`src/rtl/irq_prio_pkg.sv`:
```
// Shared constants, types and the source-to-group map for the interrupt
// priority controller. Assumes seven sources in fixed polling order.
package irq_prio_pkg;
    localparam int NUM_SRC = 7;
    localparam int NUM_GRP = 6;
    localparam int LVL_W   = 2;
    localparam int NUM_LVL = 1 << LVL_W;
    localparam int SRC_W   = $clog2(NUM_SRC);

    typedef logic [LVL_W-1:0] lvl_t;
    typedef logic [SRC_W-1:0] src_t;

    // Group of each source: the watchdog (index 3) rides in group 2.
    function automatic int unsigned src_group(input int unsigned s);
        if (s < 3)       return s;
        else if (s == 3) return 2;
        else             return s - 1;
    endfunction
endpackage

```
`src/rtl/irq_prio_regs.sv`:
```
// Register port: low and high level-bit registers plus the watchdog flag
// register. Unused bits read 0; a hardware flag set beats a software write.
module irq_prio_regs #(
    parameter int          ADDR_W   = 8,
    parameter int          DATA_W   = 8,
    parameter int          NUM_GRP  = 6,
    parameter logic [7:0]  LO_ADDR  = 8'hA9,
    parameter logic [7:0]  HI_ADDR  = 8'hB9,
    parameter logic [7:0]  FLG_ADDR = 8'h97,
    parameter int          FLG_BIT  = 1
) (
    input  logic               clk,
    input  logic               rst_n,
    input  logic               wr,
    input  logic [ADDR_W-1:0]  addr,
    input  logic [DATA_W-1:0]  wdata,
    output logic [DATA_W-1:0]  rdata,
    input  logic               wdt_set,
    output logic [NUM_GRP-1:0] lvl_lo,
    output logic [NUM_GRP-1:0] lvl_hi,
    output logic               wdt_flag
);
    localparam int PAD_W = DATA_W - NUM_GRP;

    logic sel_lo, sel_hi, sel_flg;

    // Decode which register the address selects.
    always_comb begin
        sel_lo  = (addr == ADDR_W'(LO_ADDR));
        sel_hi  = (addr == ADDR_W'(HI_ADDR));
        sel_flg = (addr == ADDR_W'(FLG_ADDR));
    end

    // Level-bit registers: software write only.
    always_ff @(posedge clk) begin
        if (!rst_n) begin
            lvl_lo <= '0;
            lvl_hi <= '0;
        end else if (wr) begin
            if (sel_lo) lvl_lo <= wdata[NUM_GRP-1:0];
            if (sel_hi) lvl_hi <= wdata[NUM_GRP-1:0];
        end
    end

    // Watchdog flag: hardware set has precedence over software write.
    always_ff @(posedge clk) begin
        if (!rst_n)              wdt_flag <= 1'b0;
        else if (wdt_set)        wdt_flag <= 1'b1;
        else if (wr && sel_flg)  wdt_flag <= wdata[FLG_BIT];
    end

    // Read mux with zero fill for unused bits and unmapped addresses.
    always_comb begin
        rdata = '0;
        if (sel_lo)       rdata = {{PAD_W{1'b0}}, lvl_lo};
        else if (sel_hi)  rdata = {{PAD_W{1'b0}}, lvl_hi};
        else if (sel_flg) rdata[FLG_BIT] = wdt_flag;
    end

    // a hardware set always leaves the flag raised.
    a_r4_hw_wins: assert property (@(posedge clk) disable iff (!rst_n)
        wdt_set |=> wdt_flag);
    // a software write of 0 without a hardware set clears the flag.
    a_r4_sw_clear: assert property (@(posedge clk) disable iff (!rst_n)
        (wr && sel_flg && !wdata[FLG_BIT] && !wdt_set) |=> !wdt_flag);
    // a write elsewhere leaves the level registers unchanged.
    a_r10_no_side_write: assert property (@(posedge clk) disable iff (!rst_n)
        (wr && !sel_lo && !sel_hi) |=> ($stable(lvl_lo) && $stable(lvl_hi)));
endmodule

```
`src/rtl/irq_pick.sv`:
```
// Combinational selector: maps each source to its group level, masks out
// requests not above the in-service level, then takes the highest level,
// lowest index winning ties. Assumes group levels are already assembled.
module irq_pick
    import irq_prio_pkg::*;
#(
    parameter int N_SRC = NUM_SRC,
    parameter int N_GRP = NUM_GRP
) (
    input  lvl_t [N_GRP-1:0] grp_lvl,
    input  logic [N_SRC-1:0] pend,
    input  logic             busy,
    input  lvl_t             busy_lvl,
    output logic             pick_valid,
    output src_t             pick_src,
    output lvl_t             pick_lvl
);
    lvl_t [N_SRC-1:0] src_lvl;
    logic [N_SRC-1:0] elig;

    // Per-source level lookup and eligibility against the nesting floor.
    for (genvar s = 0; s < N_SRC; s++) begin : g_src
        always_comb begin
            src_lvl[s] = grp_lvl[src_group(s)];
            elig[s]    = pend[s] && (!busy || (src_lvl[s] > busy_lvl));
        end
    end

    // Scan in polling order; only a strictly higher level displaces.
    always_comb begin
        pick_valid = 1'b0;
        pick_src   = '0;
        pick_lvl   = '0;
        for (int s = 0; s < N_SRC; s++) begin
            if (elig[s] && (!pick_valid || (src_lvl[s] > pick_lvl))) begin
                pick_valid = 1'b1;
                pick_src   = src_t'(s);
                pick_lvl   = src_lvl[s];
            end
        end
    end
endmodule

```
`src/rtl/irq_in_service.sv`:
```
// In-service tracker: one bit per level, set on acknowledge, highest set
// bit cleared on return. Reports whether any level is active and which.
module irq_in_service
    import irq_prio_pkg::*;
#(
    parameter int N_LVL = NUM_LVL
) (
    input  logic clk,
    input  logic rst_n,
    input  logic set_en,
    input  lvl_t set_lvl,
    input  logic clr_top,
    output logic active,
    output lvl_t top_lvl
);
    logic [N_LVL-1:0] isr;
    logic [N_LVL-1:0] isr_nxt;

    // Highest level currently in service.
    always_comb begin
        active  = |isr;
        top_lvl = '0;
        for (int l = 0; l < N_LVL; l++)
            if (isr[l]) top_lvl = lvl_t'(l);
    end

    // Next state: return retires the top bit, then acknowledge adds one.
    always_comb begin
        isr_nxt = isr;
        if (clr_top && active) isr_nxt[top_lvl] = 1'b0;
        if (set_en)            isr_nxt[set_lvl] = 1'b1;
    end

    // State register.
    always_ff @(posedge clk) begin
        if (!rst_n) isr <= '0;
        else        isr <= isr_nxt;
    end

    // acknowledge marks its level in service.
    a_r8_ack_sets: assert property (@(posedge clk) disable iff (!rst_n)
        set_en |=> isr[$past(set_lvl)]);
    // a lone return removes exactly one in-service level.
    a_r8_reti_clears: assert property (@(posedge clk) disable iff (!rst_n)
        (clr_top && active && !set_en) |=> ($countones(isr) == $countones($past(isr)) - 1));
endmodule

```
`src/rtl/irq_level_arbiter.sv`:
```
// Top of the grouped four-level interrupt priority controller. Holds the
// granted request until acknowledged or withdrawn; assumes the core pulses
// ack and reti for one cycle each.
module irq_level_arbiter
    import irq_prio_pkg::*;
#(
    parameter int         ADDR_W   = 8,
    parameter int         DATA_W   = 8,
    parameter logic [7:0] LO_ADDR  = 8'hA9,
    parameter logic [7:0] HI_ADDR  = 8'hB9,
    parameter logic [7:0] FLG_ADDR = 8'h97,
    parameter int         FLG_BIT  = 1
) (
    input  logic              clk,
    input  logic              rst_n,
    input  logic [5:0]        src_req,
    input  logic              wdt_set,
    input  logic              reg_wr,
    input  logic [ADDR_W-1:0] reg_addr,
    input  logic [DATA_W-1:0] reg_wdata,
    output logic [DATA_W-1:0] reg_rdata,
    input  logic              irq_ack,
    input  logic              irq_reti,
    output logic              irq_valid,
    output logic [2:0]        irq_src,
    output logic [1:0]        irq_level
);
    logic [NUM_GRP-1:0] lvl_lo, lvl_hi;
    logic               wdt_flag;
    lvl_t [NUM_GRP-1:0] grp_lvl;
    logic [NUM_SRC-1:0] pend;
    logic               busy;
    lvl_t               busy_lvl;
    logic               pick_valid;
    src_t               pick_src;
    lvl_t               pick_lvl;
    logic               take;
    logic               held_pend;

    irq_prio_regs #(
        .ADDR_W(ADDR_W), .DATA_W(DATA_W), .NUM_GRP(NUM_GRP),
        .LO_ADDR(LO_ADDR), .HI_ADDR(HI_ADDR), .FLG_ADDR(FLG_ADDR), .FLG_BIT(FLG_BIT)
    ) u_regs (
        .clk(clk), .rst_n(rst_n), .wr(reg_wr), .addr(reg_addr),
        .wdata(reg_wdata), .rdata(reg_rdata), .wdt_set(wdt_set),
        .lvl_lo(lvl_lo), .lvl_hi(lvl_hi), .wdt_flag(wdt_flag)
    );

    // Assemble group levels and the request vector in polling order.
    for (genvar g = 0; g < NUM_GRP; g++) begin : g_grp
        assign grp_lvl[g] = {lvl_hi[g], lvl_lo[g]};
    end
    assign pend = {src_req[5:3], wdt_flag, src_req[2:0]};

    irq_pick #(.N_SRC(NUM_SRC), .N_GRP(NUM_GRP)) u_pick (
        .grp_lvl(grp_lvl), .pend(pend), .busy(busy), .busy_lvl(busy_lvl),
        .pick_valid(pick_valid), .pick_src(pick_src), .pick_lvl(pick_lvl)
    );

    // Acknowledge only counts while a grant is presented.
    always_comb begin
        take      = irq_ack && irq_valid;
        held_pend = pend[irq_src];
    end

    irq_in_service #(.N_LVL(NUM_LVL)) u_isr (
        .clk(clk), .rst_n(rst_n), .set_en(take), .set_lvl(irq_level),
        .clr_top(irq_reti), .active(busy), .top_lvl(busy_lvl)
    );

    // Grant register: load when idle, hold until taken or withdrawn.
    always_ff @(posedge clk) begin
        if (!rst_n) begin
            irq_valid <= 1'b0;
            irq_src   <= '0;
            irq_level <= '0;
        end else if (irq_valid) begin
            if (take || !held_pend) irq_valid <= 1'b0;
        end else if (pick_valid) begin
            irq_valid <= 1'b1;
            irq_src   <= pick_src;
            irq_level <= pick_lvl;
        end
    end

    // a grant neither taken nor withdrawn stays identical.
    a_r9_hold: assert property (@(posedge clk) disable iff (!rst_n)
        (irq_valid && !irq_ack && held_pend) |=>
        (irq_valid && $stable(irq_src) && $stable(irq_level)));
    // a presented grant is always above the in-service level.
    a_r7_nest_above: assert property (@(posedge clk) disable iff (!rst_n)
        irq_valid |-> (!busy || (irq_level > busy_lvl)));
    // an acknowledged grant is removed in the next cycle.
    a_r8_ack_drops: assert property (@(posedge clk) disable iff (!rst_n)
        take |=> !irq_valid);
    // the granted source index is always one of the seven sources.
    a_r3_src_range: assert property (@(posedge clk) disable iff (!rst_n)
        irq_valid |-> (irq_src < 3'(NUM_SRC)));
endmodule

```
`config.mk`:
```
export PLATFORM = sky130hd
export DESIGN_NAME = irq_level_arbiter
export DESIGN_NICKNAME = d
export VERILOG_FILES = /design/src/rtl/irq_prio_pkg.sv /design/src/rtl/irq_prio_regs.sv /design/src/rtl/irq_pick.sv /design/src/rtl/irq_in_service.sv /design/src/rtl/irq_level_arbiter.sv
export SDC_FILE = /design/constraint.sdc
export NUM_CORES = 1
export LEC_CHECK = 0
export ABC_AREA = 1
export ABC_CLOCK_PERIOD_IN_PS = 22800
export BUFFER_PORTS_ARGS = -buffer_cell sky130_fd_sc_hd__buf_2
export CAP_MARGIN = 30
export CORE_UTILIZATION = 43
export DETAILED_ROUTE_END_ITERATION = 7
export GPL_TIMING_DRIVEN = 0
export PLACE_DENSITY_LB_ADDON = 0.08
export SETUP_SLACK_MARGIN = 0.3
export SLEW_MARGIN = 20
export SYNTH_ARGS = -nofsm -noshare
export SYNTH_HDL_FRONTEND = slang
export SYNTH_HIERARCHICAL = 1
export SYNTH_SLANG_ARGS = --single-unit
```
`constraint.sdc`:
```
create_clock -name clk -period 22.8 [get_ports clk]
set_input_delay 5.7 -clock clk [delete_from_list [all_inputs] [get_ports clk]]
set_output_delay 5.7 -clock clk [all_outputs]
set_load 0.03 [all_outputs]
```
-- After elaboration in Yosys (flattened, before gate mapping)
Cells that the tools add are included.
- equality and inequality tests: 3
- bitwise gates (word level): 4
- muxes and demuxes: 41
- reduce and logical (&&, ||, !) cells: 44
- order comparisons: 17
- operators by type and width (kind ; number):
    8-bit equality test (second input constant) ; 3
    2-bit > comparator ; 12
    2-bit 2-to-1 mux ; 11
    1-bit 2-to-1 mux ; 20
    1-bit logical AND ; 18
    1-bit logical OR ; 13
    4-bit 2-to-1 mux ; 3
    3-bit 2-to-1 mux ; 3
    1-bit zero test ; 8
    8-bit 2-to-1 mux ; 1
    2-bit by 3-bit < comparator with 1-bit output (second input constant) ; 2
    2-bit AND reduction ; 3
    4-bit AND ; 1
    1-bit demux with 2-bit select ; 2
    2-bit by 1-bit greater-or-equal comparator with 1-bit output (second input constant) ; 2
    3-bit by 4-bit < comparator with 1-bit output (second input constant) ; 1
    4-bit inverter ; 1
    4-bit OR ; 1
    4-bit OR reduction ; 1
    1-bit binary-select mux with 3-bit select ; 1
    2-bit nonzero test ; 1
    1-bit inverter ; 1
- bits in registers: 23
- logic and storage cells: 116
- bits of input ports: 28
- output and inout port bits: 14

-- Longest topological paths before layout
- depth after elaboration: 33
- gate-level depth with buffers: 68
- depth with buffers taken out: 68

-- By module
Netlist, hierarchy kept.
- modules (own cells, without submodules) (module ; instances ; cells an instance ; area an instance (um^2) ; sequential area each (um^2)):
    irq_pick ; 1 ; 177 ; 944.7 ; 0.0
    irq_prio_regs ; 1 ; 111 ; 723.2 ; 260.2
    irq_level_arbiter ; 1 ; 51 ; 326.6 ; 120.1
    irq_in_service ; 1 ; 30 ; 197.7 ; 80.1

-- Worst setup path before layout
OpenSTA, ideal clock, no wires.
- kind: input to output
- start point: input reg_addr[3]
- end point: output reg_rdata[1]
- data required time: 17.100 ns
- setup slack: 10.413 ns
- arrival time: 6.687 ns
- stages on the path: 4
- path buffers: 0
- path through: nand2_1 > nor3_4 > nand2_1 > o211ai_1
- cells in the longest elaborated chain, start to end: 4
- elaborated cells on any way between the ends: 6
- those cells by class: 3 x eq/ne; 3 x mux
- RTL lines (what ; RTL line ; source):
    from (decl) ; irq_level_arbiter.sv:19 ; input logic [ADDR_W-1:0] reg_addr,
    8-bit equality test ; irq_prio_regs.sv:31 ; sel_flg = (addr == ADDR_W'(FLG_ADDR));
    1-bit 2-to-1 mux ; irq_prio_regs.sv:57 ; else if (sel_flg) rdata[FLG_BIT] = wdt_flag;
    1-bit 2-to-1 mux ; irq_prio_regs.sv:56 ; else if (sel_hi) rdata = {{PAD_W{1'b0}}, lvl_hi};
    8-bit 2-to-1 mux (*) ; irq_prio_regs.sv:55 ; if (sel_lo) rdata = {{PAD_W{1'b0}}, lvl_lo};
    to (decl) ; irq_level_arbiter.sv:21 ; output logic [DATA_W-1:0] reg_rdata,
Every way passes the cells marked *; elsewhere a longest branch is shown, timed or not.

-- Worst setup path after layout
- start point: input reg_addr[1]
- end point: output reg_rdata[1]
The elaborated chain is that of the path after synthesis.

==> impl_results.md <==
* Synth Area in Adders at 0.137
* Internal at 0.0676 mW
* Total die area at roughly 5400 sq um
* Commonest non-fill, non-tap cells in the layout: 117 x nand2_1, 67 x inv_1, 44 x nor2_1, 37 x buf_2, 25 x nand3_1
* CP Launch Type: input port
* Initial Util at 0.455
* Syn-to-layout area delta at 14.7%
* Max_slew headroom at 0.611
* Multiplexer area fraction after synthesis at 0
* Sw power at 0.0416 mW
* Commonest non-fill, non-tap cell in the layout: nand2_1
* Nets at 464
* VDD IR-drop max at 35.9 uV
* Slew Viols, Final at 0
* Cts hold-fix bufs at 0
* Part of the power in registers at 0.414
* Worst-path clk slew at around 90 ps
* Routed len/inst at 10.3 microns
* Area fraction in compound gates after synthesis at 0.0930
* GRT Overall Usage at 0.203
* Cell taking the most area after synthesis: dfxtp_1
* Gr ovfl total at 0
* Clock Tree Buf Depth at 2
* Maxcap violations at 0
* WS Path Type: in -> out
* Post-synth top area share at 0.210
* Syn Area/Cell at 5.94 sq um
* Worst slew pin tran at slightly below 600 ps
* Status: finished, final reports clean
* Area contributors post-synth: dfxtp_1 21%, nand2_1 20%, ha_1 14%
* Hold Crit Class: reg -> reg
* Ratio of cells with drive above 1 in the final layout at 0.178
* Clock Skews at 6.56 ps
* Drt first-iter violations at 80
* IO Port Bufs at 37
* TritonCTS clock tree: built
* H-Tree Depth at 1
* Comb power frac at 0.336
* Die height at 73.4 microns
* # rows at 25
* RSZ-0062 raised after global routing: no
* DP HPWL at about 4000 microns
* Final wirelength at 4950 microns
* Ant diodes at 0
* WP data arrival at 6780 ps
* Sw frac at 0.381
* PostCTS Resize Cnt at 0
* Clock Sinks at 23
* Number of global-route vias before repair at 1988
* Static leakage at 1.48 nW
* Fin. Hold Viols at 0
* Critical Path Sink Type: primary output
* Core area at 4820 sq um
* Seq/Total Area, Yosys at 0.210
* Ports at 42
* Highest Clock Rate at 0.0801 GHz
* DRC viols at 0
* Post-CTS Setup Inserts at 0
* Via count at 2211
* R2R setup slack at 15090 ps
* First-pass GRT wire length at around 8600 microns
* Post-synth cell types at 30
* Register bit total from synthesis at 23
* Setup_tns at 0 ps
* Largest net degree at the start of global routing at 15
* Final Cycle Share at 0.547
* Post-route antenna net violation count at 0
* DRT Pass-1 Iters at 4
* Clk root buf: clkbuf_8
* Pwr Density at 43.4 nW/um^2
* Setup violators final at 0
* Synth Area in XOR/XNOR at 0
* Power share of the clock group at 0.250
* Crit path time final at approximately 12000 ps
* Crit Path Max Fanout at 6
* Fin Hold WS at 482 ps
* Ys Warns at 6
* Worst-Skew Late Latency at 270 ps
* CP required at 17100 ps
* Horiz. Die Dim at 73.4 microns
* GP Congestion at 0.822
* Final Power at 0.109 mW
* Vias per cell at 4.63
* Largest family of logic cells by synthesized area: simple AND/OR/NAND/NOR gates
* Initial antenna violation count at 0
* Cts bufs inserted at 3
* Simple-Gate Fraction of Synth Area at 0.408
* Synthesized instance count at 369
* Mapped Area at 2190 sq um
[layout make-up]
type / instances / area [sq um]
tap: 67 / 83.8
multi-input combinational: 268 / 1410
clock inverter: 1 / 7.51
inverter: 74 / 278
sequential: 23 / 460
clock buffer: 3 / 41.3
fill: 554 / 2300
timing repair buffer: 37 / 185
buffer: 5 / 51.3
[Yosys cell counts]
master and n:
a21boi_2 1, a21oi_1 7, a21oi_2 2, and2_1 1, buf_4 2, buf_6 2, clkbuf_8 1, clkinv_1 2
conb_1 1, dfxtp_1 23, ha_1 24, inv_1 67, inv_2 5, nand2_1 117, nand2_2 7, nand3_1 25
nand3_2 4, nand4_1 2, nor2_1 44, nor2_2 2, nor2_4 1, nor3_2 1, nor3_4 1, o211ai_1 1
o21ai_0 14, o21ai_1 3, o21ai_2 1, o21bai_1 1, o22ai_1 5, or2_2 2
[final timing paths]
| path | start | to | cells after the start |
|---|---|---|---|
| worst min register to register | u_isr/isr[0] | u_isr/isr[0] | 2 |
| worst min-delay path | u_isr/isr[0] | u_isr/isr[0] | 2 |
| worst max register to register | u_isr/isr[1] | irq_level[1] | 64 |
| worst max-delay path | reg_addr[1] | reg_rdata[1] | 5 |
[per-layer routing]
| layer | track usage | vias up | part of all wire |
|---|---|---|---|
| li1 | - | 1215 | - |
| met1 | 0.285 | 957 | 0.52 |
| met2 | 0.336 | 37 | 0.44 |
| met3 | 0.0302 | 2 | 0.040 |
| met4 | 0.0299 | 0 | 0.0040 |
| met5 | 0 | - | 0 |
[cells by family (layout without fill, tap and decap cells)]
logic type,Yosys count,after routing
adders and majority gates,24,24
and+or+nand+nor,207,207
AOI/OAI and AO/OA,35,35
DFF,23,23
buffers and inverters,79,120
other,1,2
[state kept, by name (all words and copies together), names as in the netlist]
| register | count |
|---|---|
| irq_level | 2 |
| irq_src | 3 |
| irq_valid | 1 |
| u_isr/isr | 4 |
| u_regs/lvl_hi | 6 |
| u_regs/lvl_lo | 6 |
| u_regs/wdt_flag | 1 |
[power groups by stage]
stage / clock network, mW / registers (mW) / logic [mW]
floorplan: 0 / 0.0497 / 0.0232
global placement: 0 / 0.0461 / 0.0364
detailed placement: 0 / 0.0462 / 0.0367
CTS: 0.0285 / 0.0452 / 0.0369
global route: 0.0301 / 0.0457 / 0.0425
finish: 0.0272 / 0.0453 / 0.0367
[worst max-delay path, cell delays in order]
cell and delay, ps:
buf_2 120, nor3_4 300, nand2_1 220, o211ai_1 210, buf_2 220
[stage by stage]
stage | cells | util | instance area (sq um) | worst slack [ps]
floorplan | 370 | - | 2200 | 10410
global placement | 474 | 0.512 | 2460 | 10330
detailed placement | 474 | 0.512 | 2460 | 10310
CTS | 478 | 0.522 | 2510 | 10310
global route | 478 | 0.522 | 2510 | 10110
finish | 478 | 0.522 | 2510 | 10320
(Power assumes the default switching activity.)
